**config.mk**
```make
export PLATFORM = sky130hd
export DESIGN_NAME = pmic_reg_front
export DESIGN_NICKNAME = d
export VERILOG_FILES = /design/src/rtl/prf_pkg.sv /design/src/rtl/prf_ptr.sv /design/src/rtl/prf_bank.sv /design/src/rtl/prf_rdmux.sv /design/src/rtl/pmic_reg_front.sv
export SDC_FILE = /design/constraint.sdc
export NUM_CORES = 1
export LEC_CHECK = 0
export ABC_AREA = 1
export CORE_AREA = 2 2 197 199
export DETAILED_ROUTE_END_ITERATION = 8
export DIE_AREA = 0 0 199 201
export MAX_ROUTING_LAYER = met4
export PLACE_DENSITY = 0.52
export SYNTH_ARGS = -nofsm -noshare
export SYNTH_HDL_FRONTEND = slang
export SYNTH_SLANG_ARGS = --single-unit
```
**constraint.sdc**
```tcl
create_clock -name clk -period 5.2 [get_ports clk]
set_clock_uncertainty 0.2 [all_clocks]
set_input_delay 1.56 -clock clk [delete_from_list [all_inputs] [get_ports clk]]
set_output_delay 1.56 -clock clk [all_outputs]
set_load 0.005 [all_outputs]
```
**src/rtl/prf_pkg.sv**
```systemverilog
package prf_pkg;
  localparam int BYTE_W   = 8;
  localparam int MAP_SPAN = 64;
  localparam int IDX_W    = $clog2(MAP_SPAN);

  localparam logic [BYTE_W-1:0] A_REV     = 8'h01;
  localparam logic [BYTE_W-1:0] A_CORE0   = 8'h02;
  localparam logic [BYTE_W-1:0] A_CORE2   = 8'h04;
  localparam logic [BYTE_W-1:0] A_CORE3   = 8'h05;
  localparam logic [BYTE_W-1:0] A_SOFTRST = 8'h14;
  localparam logic [BYTE_W-1:0] A_OSC     = 8'h15;

  localparam logic [BYTE_W-1:0] REV_CODE  = 8'h22;
  localparam logic [BYTE_W-1:0] CLK_GOOD  = 8'h80;
  localparam logic [BYTE_W-1:0] CORE_CEIL = 8'h12;
  localparam logic [BYTE_W-1:0] CODE_MASK = 8'h1F;
  localparam logic [BYTE_W-1:0] KEEP_MASK = 8'h0E;

  typedef struct packed {
    logic              mapped;
    logic [BYTE_W-1:0] wmask;
    logic [BYTE_W-1:0] init;
  } slot_cfg_t;

  function automatic slot_cfg_t mk(input logic [BYTE_W-1:0] m, input logic [BYTE_W-1:0] i);
    slot_cfg_t c;
    c.mapped = 1'b1;
    c.wmask  = m;
    c.init   = i;
    return c;
  endfunction

  function automatic slot_cfg_t cfg_of(input logic [BYTE_W-1:0] a);
    slot_cfg_t c;
    c = '0;
    case (a)
      8'h02: c = mk(8'hFF, 8'h0C);
      8'h03: c = mk(8'hFF, 8'h05);
      8'h04: c = mk(8'hFF, 8'h02);
      8'h05: c = mk(8'hFF, 8'h0C);
      8'h06: c = mk(8'h03, 8'h03);
      8'h07: c = mk(8'h3F, 8'h33);
      8'h08: c = mk(8'h07, 8'h03);
      8'h09: c = mk(8'h07, 8'h00);
      8'h0A: c = mk(8'hFF, 8'h95);
      8'h0B: c = mk(8'h7F, 8'h7E);
      8'h0C, 8'h0D, 8'h0F, 8'h10, 8'h11: c = mk(8'h03, 8'h00);
      8'h0E: c = mk(8'h03, 8'h03);
      8'h12, 8'h13: c = mk(8'hFF, 8'h00);
      8'h15: c = mk(8'h07, 8'h01);
      8'h16: c = mk(8'h7F, 8'h09);
      8'h32, 8'h34: c = mk(8'hFF, 8'h00);
      8'h33, 8'h35: c = mk(8'h1F, 8'h00);
      8'h36: c = mk(8'h7F, 8'h03);
      8'h37: c = mk(8'hFF, 8'hC0);
      8'h38: c = mk(8'h0F, 8'h00);
      8'h3A: c = mk(8'h3F, 8'h05);
      default: c = '0;
    endcase
    return c;
  endfunction

  // Value actually stored for a write of d at address a.
  function automatic logic [BYTE_W-1:0] shape(input logic [BYTE_W-1:0] a, input logic [BYTE_W-1:0] d);
    logic [BYTE_W-1:0] code;
    logic [BYTE_W-1:0] sat;
    code = d & CODE_MASK;
    sat  = (code > CORE_CEIL) ? CORE_CEIL : code;
    case (a)
      A_CORE0:          return (d & KEEP_MASK) | sat;
      A_CORE2, A_CORE3: return sat;
      default:          return d & cfg_of(a).wmask;
    endcase
  endfunction
endpackage

```
**src/rtl/prf_ptr.sv**
```systemverilog
module prf_ptr
  import prf_pkg::*;
(
  input  logic              clk,
  input  logic              rst,
  input  logic              wr_start,
  input  logic              wr_valid,
  input  logic [BYTE_W-1:0] wr_data,
  input  logic              rd_strobe,
  output logic [BYTE_W-1:0] ptr,
  output logic              we,
  output logic              rd_fire
);
  logic addr_phase;

  assign we      = !wr_start && wr_valid && !addr_phase;
  assign rd_fire = !wr_start && !wr_valid && rd_strobe;

  always_ff @(posedge clk) begin
    if (rst) begin
      ptr        <= '0;
      addr_phase <= 1'b0;
    end else if (wr_start) begin
      addr_phase <= 1'b1;
    end else if (wr_valid) begin
      if (addr_phase) begin
        ptr        <= wr_data;
        addr_phase <= 1'b0;
      end else begin
        ptr <= ptr + 1'b1;
      end
    end else if (rd_strobe) begin
      ptr <= ptr + 1'b1;
    end
  end

  // the byte after a start becomes the pointer
  p_addr_load_r1: assert property (@(posedge clk) disable iff (rst)
    (!wr_start && wr_valid && addr_phase) |=> (ptr == $past(wr_data)) && !addr_phase);

  // every accepted data byte steps the pointer with wrap
  p_ptr_step_r2: assert property (@(posedge clk) disable iff (rst)
    (we || rd_fire) |=> ptr == $past(ptr) + 8'd1);

  // at most one action per cycle
  p_one_action_r11: assert property (@(posedge clk) disable iff (rst)
    !(we && rd_fire));
endmodule

```
**src/rtl/prf_bank.sv**
```systemverilog
module prf_bank
  import prf_pkg::*;
(
  input  logic                           clk,
  input  logic                           rst,
  input  logic                           we,
  input  logic [BYTE_W-1:0]              waddr,
  input  logic [BYTE_W-1:0]              wdata,
  output logic [MAP_SPAN-1:0][BYTE_W-1:0] regs
);
  logic              soft_rst;
  logic [BYTE_W-1:0] wval;

  assign soft_rst = we && (waddr == A_SOFTRST) && wdata[0];
  assign wval     = shape(waddr, wdata);

  for (genvar g = 0; g < MAP_SPAN; g++) begin : g_slot
    localparam slot_cfg_t C = cfg_of(8'(g));
    if (C.mapped) begin : g_reg
      logic [BYTE_W-1:0] q;
      always_ff @(posedge clk) begin
        if (rst || soft_rst)              q <= C.init;
        else if (we && waddr == 8'(g))    q <= wval;
      end
      assign regs[g] = q;
    end else begin : g_hole
      assign regs[g] = '0;
    end
  end

  // saturated core-voltage codes never exceed the ceiling
  p_core_ceiling_r4: assert property (@(posedge clk) disable iff (rst)
    (regs[A_CORE2[IDX_W-1:0]] <= CORE_CEIL) && (regs[A_CORE3[IDX_W-1:0]] <= CORE_CEIL));

  // soft reset trigger restores reset values
  p_soft_reset_r6: assert property (@(posedge clk) disable iff (rst)
    (we && waddr == A_SOFTRST && wdata[0]) |=> (regs[2] == 8'h0C) && (regs[58] == 8'h05));

  // masked registers hold no bit outside their mask
  p_mask_r8: assert property (@(posedge clk) disable iff (rst)
    ((regs[7] & 8'hC0) == 8'h00) && ((regs[11] & 8'h80) == 8'h00));
endmodule

```
**src/rtl/prf_rdmux.sv**
```systemverilog
module prf_rdmux
  import prf_pkg::*;
(
  input  logic                           clk,
  input  logic                           rst,
  input  logic                           rd_fire,
  input  logic [BYTE_W-1:0]              ptr,
  input  logic [MAP_SPAN-1:0][BYTE_W-1:0] regs,
  output logic [BYTE_W-1:0]              rd_data
);
  logic [BYTE_W-1:0] sel;

  always_comb begin
    if (ptr == A_REV)                 sel = REV_CODE;
    else if (ptr == A_OSC)            sel = regs[A_OSC[IDX_W-1:0]] | CLK_GOOD;
    else if (ptr < BYTE_W'(MAP_SPAN)) sel = regs[ptr[IDX_W-1:0]];
    else                              sel = '0;
  end

  always_ff @(posedge clk) begin
    if (rst)          rd_data <= '0;
    else if (rd_fire) rd_data <= sel;
  end

  // revision byte
  p_rev_r3: assert property (@(posedge clk) disable iff (rst)
    (rd_fire && ptr == A_REV) |=> rd_data == REV_CODE);

  // clock-good flag
  p_clk_good_r7: assert property (@(posedge clk) disable iff (rst)
    (rd_fire && ptr == A_OSC) |=> rd_data[7]);

  // read data holds without an accepted read
  p_rd_hold_r11: assert property (@(posedge clk) disable iff (rst)
    !rd_fire |=> $stable(rd_data));
endmodule

```
**src/rtl/pmic_reg_front.sv**
```systemverilog
module pmic_reg_front
  import prf_pkg::*;
(
  input  logic              clk,
  input  logic              rst,
  input  logic              wr_start,
  input  logic              wr_valid,
  input  logic [BYTE_W-1:0] wr_data,
  input  logic              rd_strobe,
  output logic [BYTE_W-1:0] rd_data
);
  logic [BYTE_W-1:0]               ptr;
  logic                            we;
  logic                            rd_fire;
  logic [MAP_SPAN-1:0][BYTE_W-1:0] regs;

  prf_ptr i_ptr (
    .clk(clk), .rst(rst), .wr_start(wr_start), .wr_valid(wr_valid),
    .wr_data(wr_data), .rd_strobe(rd_strobe), .ptr(ptr), .we(we), .rd_fire(rd_fire)
  );

  prf_bank i_bank (
    .clk(clk), .rst(rst), .we(we), .waddr(ptr), .wdata(wr_data), .regs(regs)
  );

  prf_rdmux i_rdmux (
    .clk(clk), .rst(rst), .rd_fire(rd_fire), .ptr(ptr), .regs(regs), .rd_data(rd_data)
  );
endmodule

```
==> results_dict.tcl, run 1 <==
set metrics [dict create \
    status "finished, final reports clean" \
    setup_viol 0 \
    first_pass_iters 5 \
    grt_usage_pct 19.2 \
    postRouteAntennaNets 0 \
    cts_hold_buf 0 \
    avgRoutedWirePerCell_um 16.0 \
    grt_overflow 0 \
    power_density_nw_per_um2 340 \
    synth_area_leaders "dfxtp_1, nand2_1, o21ai_0, a21oi_1, inv_1" \
    place_inst 2263 \
    worstMarginPinSlew_ps 1030 \
    core_area_um2 38100 \
    ctsResizeCount 0 \
    slew_violations 0 \
    cts_max_level 1 \
    ir_drop_uv 218 \
    fp.dieH_um 201 \
    initial_utilization_pct 31.4 \
    cp_slowest_cell "o21ai_1" \
    fin_crit_sh_pct 75.2 \
    yosysWarnings 0 \
    rows 72 \
    layout_min_cycle_time_ps 3910 \
    syn_area_um2 11900 \
    syn_area_per_cell_um2 6.65 \
    grt_max_degree 178 \
    totalWireLength_um 37100 \
    final-hold-violation-count 0 \
    critPathMostFrequentCell "nand2_1" \
    synth-seq-area-share_pct 41.5 \
    crit_path_start "wr_valid" \
    min_delay_worst_endpoint "i_bank.g_slot[2].g_reg.q[7]$_SDFFE_PP0P_" \
    setup-tns-final_ps 0 \
    cts_tree "done" \
    viasPerCell 4.82 \
    r2r_setup_slack_ps 1610 \
    slew_headroom_pct 31.0 \
    endpoint_kind "flip-flop" \
    final_cells 2319 \
    path_cells "clkdlybuf4s50_1, o21ai_1, inv_1, o211ai_1, nand2_1, nor2_4, inv_2, ha_1, o21ai_0, nand2_1, nand2_1, nand2_1, o21ai_0" \
    reg2reg_to "i_bank.g_slot[10].g_reg.q[0]$_SDFFE_PP1P_" \
    cp_max_fo 12 \
    grt_pass1_vias 10500 \
    hold_depth 2 \
    clk_latency_ps 560 \
    fillers 4078 \
    worstHoldPathType "flip-flop to flip-flop" \
    gp_congestion 0.893 \
    required_ps 5470 \
    vias 11200 \
    multi_input_area_um2 5480 \
    synthesis.instances 1798 \
    maxCapViolations 0 \
    antenna_found_initial 0 \
    syn_nets 1818 \
    synth.top_cell.area_share_pct 41.5 \
    dp_hpwl_um 23300 \
    clk_pin_slew_worst_paths_ps 60 \
    worstHoldStart "i_bank.g_slot[2].g_reg.q[7]$_SDFFE_PP0P_" \
    cts_inserted_buffers 30 \
    postCtsSetupRepairBufs 0 \
    cts.sinks 248 \
    register_area_um2 4970 \
    reg2reg_from "i_ptr.ptr[1]$_SDFFE_PP0N_" \
    diodes 0 \
    first_iter_violations 748 \
    critPathKind "primary input to flip-flop" \
    ys_ff_latch 248 \
    yosys.area.top_type "dfxtp_1" \
    grt_pass1_wl_um 58700 \
    fin_hold_ws_ps 236 \
    layout-drive-gt1-share_pct 6.77 \
    slowest_delay_ps 620 \
    drc 0 \
    crit_arrival_ps 4180 \
    layout.nets 1797 \
    ioPinCount 21 \
    dieArea_um2 40000 \
    cp-start-kind "primary input" \
    cts_root_buf "clkbuf_16" \
    netlist-cell-type-count 36 \
    r2r_cells 12 \
    areaGrowthSynthToFinish_pct 14.0 \
    fp.dieW_um 199 \
    leakage_nw 6.18 \
    cts.path.max_buffers 3 \
    rsz0062_at_grt "no" \
    max_freq_mhz 256 \
    io_buffers 20 \
]
-- power breakdown --
part	internal (W)	switching, W
logic	0.000117	0.000367
clock network	0.00139	0.000825
registers	0.00192	0.0000134
-- cell usage after synthesis --
cell / number
nand2_1: 466
inv_1: 256
dfxtp_1: 248
o21ai_0: 234
a21oi_1: 202
nor2_1: 89
nand3_1: 72
buf_2: 59
o211ai_1: 43
clkbuf_1: 34
inv_2: 14
nor2_2: 11
nor3_1: 10
buf_4: 7
ha_1: 7
nand4_1: 7
nor2_4: 6
o22ai_1: 6
o21ai_1: 4
clkinv_1: 3
nand2_2: 3
a21oi_2: 2
and3_1: 2
a211oi_1: 1
a21o_1: 1
a221oi_1: 1
a22o_1: 1
a31oi_1: 1
a31oi_2: 1
buf_1: 1
buf_6: 1
o211ai_2: 1
o221ai_1: 1
or2_2: 1
xnor2_1: 1
xor2_1: 1
-- critical path: cells and delay by family --
family	cells	cell delay, ps
buffers and inverters	3	760
and+or+nand+nor	5	530
AOI/OAI and AO/OA	4	1010
adders and majority gates	1	300
-- placed cells by master, fill, tap and decap left out, drive strengths merged, types with 29 or more instances in the layout --
cell type  Yosys  routed
a21oi        204     204
buf           68      29
clkbuf        34      46
dfxtp        248     248
inv          270     270
nand2        469     469
nand3         72      72
nor2         106     106
o211ai        44      44
o21ai        238     238
-- sequential cells by signal (all words and copies together), names as in the netlist, named ones only --
register / cells
i_ptr.ptr: 8
i_ptr.addr_phase: 1
i_bank.g_slot.g_reg.q: 224
i_rdmux.rd_data: 8
-- final cells by class --
| cell class | count | share of cell area (%) |
|---|---|---|
| Multi-Input combinational cell | 1175 | 40.2 |
| Sequential cell | 248 | 36.5 |
| Inverter | 273 | 7.52 |
| Clock buffer | 46 | 6.92 |
| Tap cell | 518 | 4.76 |
| Timing Repair Buffer | 49 | 3.16 |
| Clock inverter | 10 | 0.946 |
-- kinds of logic after synthesis --
kind of cell               synth area share, %
AOI/OAI and AO/OA                         22.2
buffers and inverters                     12.7
adders and majority gates                0.733
xor gates and xnor gates                 0.147
and+or+nand+nor                           22.7
DFF                                       41.5
-- metal layers --
| metal | part of all wire [%] | vias up | wire length, µm | track usage [%] |
|---|---|---|---|---|
| li1 | - | 5694 | - | - |
| met1 | 48 | 5100 | 17700 | 26.0 |
| met2 | 44 | 317 | 16500 | 29.7 |
| met3 | 5.5 | 60 | 2030 | 2.47 |
| met4 | 2.5 | 0 | 936 | 5.46 |
| met5 | 0 | - | 0 | - |
-- worst max path at each step --
| stage | end | slack [ps] | cells after the start |
|---|---|---|---|
| global placement | flip-flop | 830 | 15 |
| CTS | flip-flop | 1320 | 13 |
| floorplan | flip-flop | 1960 | 12 |
| finish | flip-flop | 1290 | 13 |
| detailed placement | flip-flop | 790 | 13 |
| global route | flip-flop | 1040 | 13 |
-- metrics by stage --
step                util [%]  worst slack [ps]  power [W]  instance area (µm²)
finish                  35.7              1290    0.00463                13600
global route            35.7              1040    0.00481                13600
CTS                     35.7              1320    0.00467                13600
detailed placement      32.9               791    0.00245                12600
global placement        32.9               826    0.00246                12600
floorplan                  -              1960    0.00228                11900
No activity file was read; power rests on OpenSTA's default activity.
==> inputs of run 2 (changes only) <==
==> constraint.sdc (replaced) <==
create_clock -name clk -period 3.8 [get_ports clk]
set_clock_uncertainty 0.2 [all_clocks]
set_input_delay 1.14 -clock clk [delete_from_list [all_inputs] [get_ports clk]]
set_output_delay 1.14 -clock clk [all_outputs]
set_load 0.005 [all_outputs]
==> results_dict.tcl, run 2 (synthesis results as in run 1) <==
set metrics [dict create \
    fin_crit_sh_pct 82.1 \
    fp.dieW_um 199 \
    fin_area_um2 13700 \
    maxCapViolations 0 \
    cts_hold_buf 0 \
    cts_max_level 1 \
    power_density_nw_per_um2 439 \
    cts.sinks 248 \
    gp_congestion 0.925 \
    postCtsSetupRepairBufs 0 \
    grt_max_degree 103 \
    totalWireLength_um 37400 \
    vias 11200 \
    grt_pass1_wl_um 59500 \
    ctsResizeCount 0 \
    initial_utilization_pct 31.4 \
    reg.largest.list "i_bank.g_slot.g_reg.q (224), i_ptr.ptr (8), i_rdmux.rd_data (8)" \
    critPathKind "flip-flop to flip-flop" \
    mostFrequentLayoutCell "nand2_1" \
    core_area_um2 38100 \
    status "finished, final reports clean" \
    dieArea_um2 40000 \
    worstHoldPathType "flip-flop to flip-flop" \
    dp_hpwl_um 24400 \
    avgRoutedWirePerCell_um 16.0 \
    grt_pass1_vias 10500 \
    diodes 0 \
    ir_drop_uv 307 \
    multi_input_area_um2 5480 \
    fp.dieH_um 201 \
    rsz0062_at_grt "no" \
    grt_usage_pct 19.4 \
    max_freq_mhz 320 \
    layout-drive-gt1-share_pct 7.51 \
    cts_inserted_buffers 29 \
    layout_min_cycle_time_ps 3120 \
    endpoint_kind "flip-flop" \
    final-hold-violation-count 0 \
    io_buffers 20 \
    grt_overflow 0 \
    cts_tree "done" \
    cp-start-kind "flip-flop" \
    drc 0 \
    areaGrowthSynthToFinish_pct 14.4 \
    r2r_cells 13 \
    worstMarginPinSlew_ps 819 \
    cts_root_buf "clkbuf_16" \
    clk_pin_slew_worst_paths_ps 60 \
    viasPerCell 4.78 \
    finish.utilization_pct 35.9 \
    fillers 4111 \
    required_ps 4020 \
    cts.path.max_buffers 3 \
    setup_viol 0 \
    place_area_um2 12800 \
    first_iter_violations 862 \
    slew_headroom_pct 45.4 \
    layout.nets 1823 \
    largest-register "i_bank.g_slot.g_reg.q" \
    cp_max_fo 102 \
    slowest_delay_ps 430 \
    leakage_nw 6.22 \
    reg2reg_from "i_ptr.ptr[0]$_SDFFE_PP0N_" \
    final_cell_mix "nand2_1, inv_1, dfxtp_1" \
    slew_violations 0 \
    setup-tns-final_ps 0 \
    antenna_found_initial 0 \
    largest_reg_flops 224 \
    clk_latency_ps 540 \
    r2r_setup_slack_ps 680 \
    crit_arrival_ps 3340 \
    crit_path_start "i_ptr.ptr[0]$_SDFFE_PP0N_" \
    register_area_um2 4970 \
    first_pass_iters 5 \
    postRouteAntennaNets 0 \
    ioPinCount 21 \
    rows 72 \
    power_w 0.00600 \
    path_cells "buf_12, ha_1, inv_1, nor2_1, inv_1, o21ai_0, a21oi_2, inv_1, nor2_1, nand3_1, nand2_1, nand2_1, nand2_1" \
    cp_slowest_cell "dfxtp_4" \
]
==> run 2: cell count changes in the layout (fill, tap and decap cells not counted), sizes merged <==
cell	before	now
clkinv	10	4
clkbuf	46	50
clkinvlp	0	1
bufinv	3	0
buf	29	56
==> run 2: cell type report <==
type | instances | share of cell area (%)
well taps | 518 | 4.74
clock inverters | 2 | 0.0915
clock buffers | 50 | 6.54
flip-flops and latches | 248 | 36.3
repair buffers | 76 | 4.72
inverters | 273 | 7.49
multi-input cells | 1175 | 40.1
==> run 2: layer usage <==
metal / wire [µm] / part of all wire, % / GRT usage [%] / up-vias
met5: 0 / 0 / - / -
met4: 881 / 2.4 / 4.96 / 0
met3: 1640 / 4.4 / 1.97 / 55
met2: 16700 / 45 / 29.9 / 246
met1: 18100 / 48 / 27.1 / 5131
li1: - / - / - / 5754
==> run 2: stage by stage <==
stage	hold slack [ps]	instances	setup slack (ps)
global placement	228	2290	161
floorplan	218	1798	985
CTS	241	2342	753
detailed placement	232	2290	196
finish	237	2342	680
global route	250	2342	477
==> run 2: worst min-delay path by stage <==
stage | start | slack (ps) | depth (start not counted) | end
after floorplan | i_bank.g_slot[2].g_reg.q[5]$_SDFFE_PP0P_ | 220 | 2 | i_bank.g_slot[2].g_reg.q[5]$_SDFFE_PP0P_
after global placement | i_bank.g_slot[2].g_reg.q[6]$_SDFFE_PP0P_ | 230 | 2 | i_bank.g_slot[2].g_reg.q[6]$_SDFFE_PP0P_
after CTS | i_bank.g_slot[2].g_reg.q[7]$_SDFFE_PP0P_ | 240 | 2 | i_bank.g_slot[2].g_reg.q[7]$_SDFFE_PP0P_
final | i_bank.g_slot[2].g_reg.q[5]$_SDFFE_PP0P_ | 240 | 2 | i_bank.g_slot[2].g_reg.q[5]$_SDFFE_PP0P_
after global routing | i_bank.g_slot[2].g_reg.q[5]$_SDFFE_PP0P_ | 250 | 2 | i_bank.g_slot[2].g_reg.q[5]$_SDFFE_PP0P_
after detailed placement | i_bank.g_slot[2].g_reg.q[7]$_SDFFE_PP0P_ | 230 | 2 | i_bank.g_slot[2].g_reg.q[7]$_SDFFE_PP0P_
==> run 2: worst max-delay path, delay by kind of cell, from the launching register on <==
kind	cells	cell delay [ps]
AOI/OAI and AO/OA	2	330
adders and majority gates	1	430
buffers and inverters	4	790
DFF	1	430
and+or+nand+nor	6	660
==> run 2: report_power, final <==
part	total (W)	switching [W]	leakage [nW]	internal (W)
clock network	0.00267	0.00109	0.440	0.00158
registers	0.00264	0.0000193	2.00	0.00262
logic	0.000685	0.000507	3.78	0.000178
total	0.00600	0.00162	6.22	0.00438
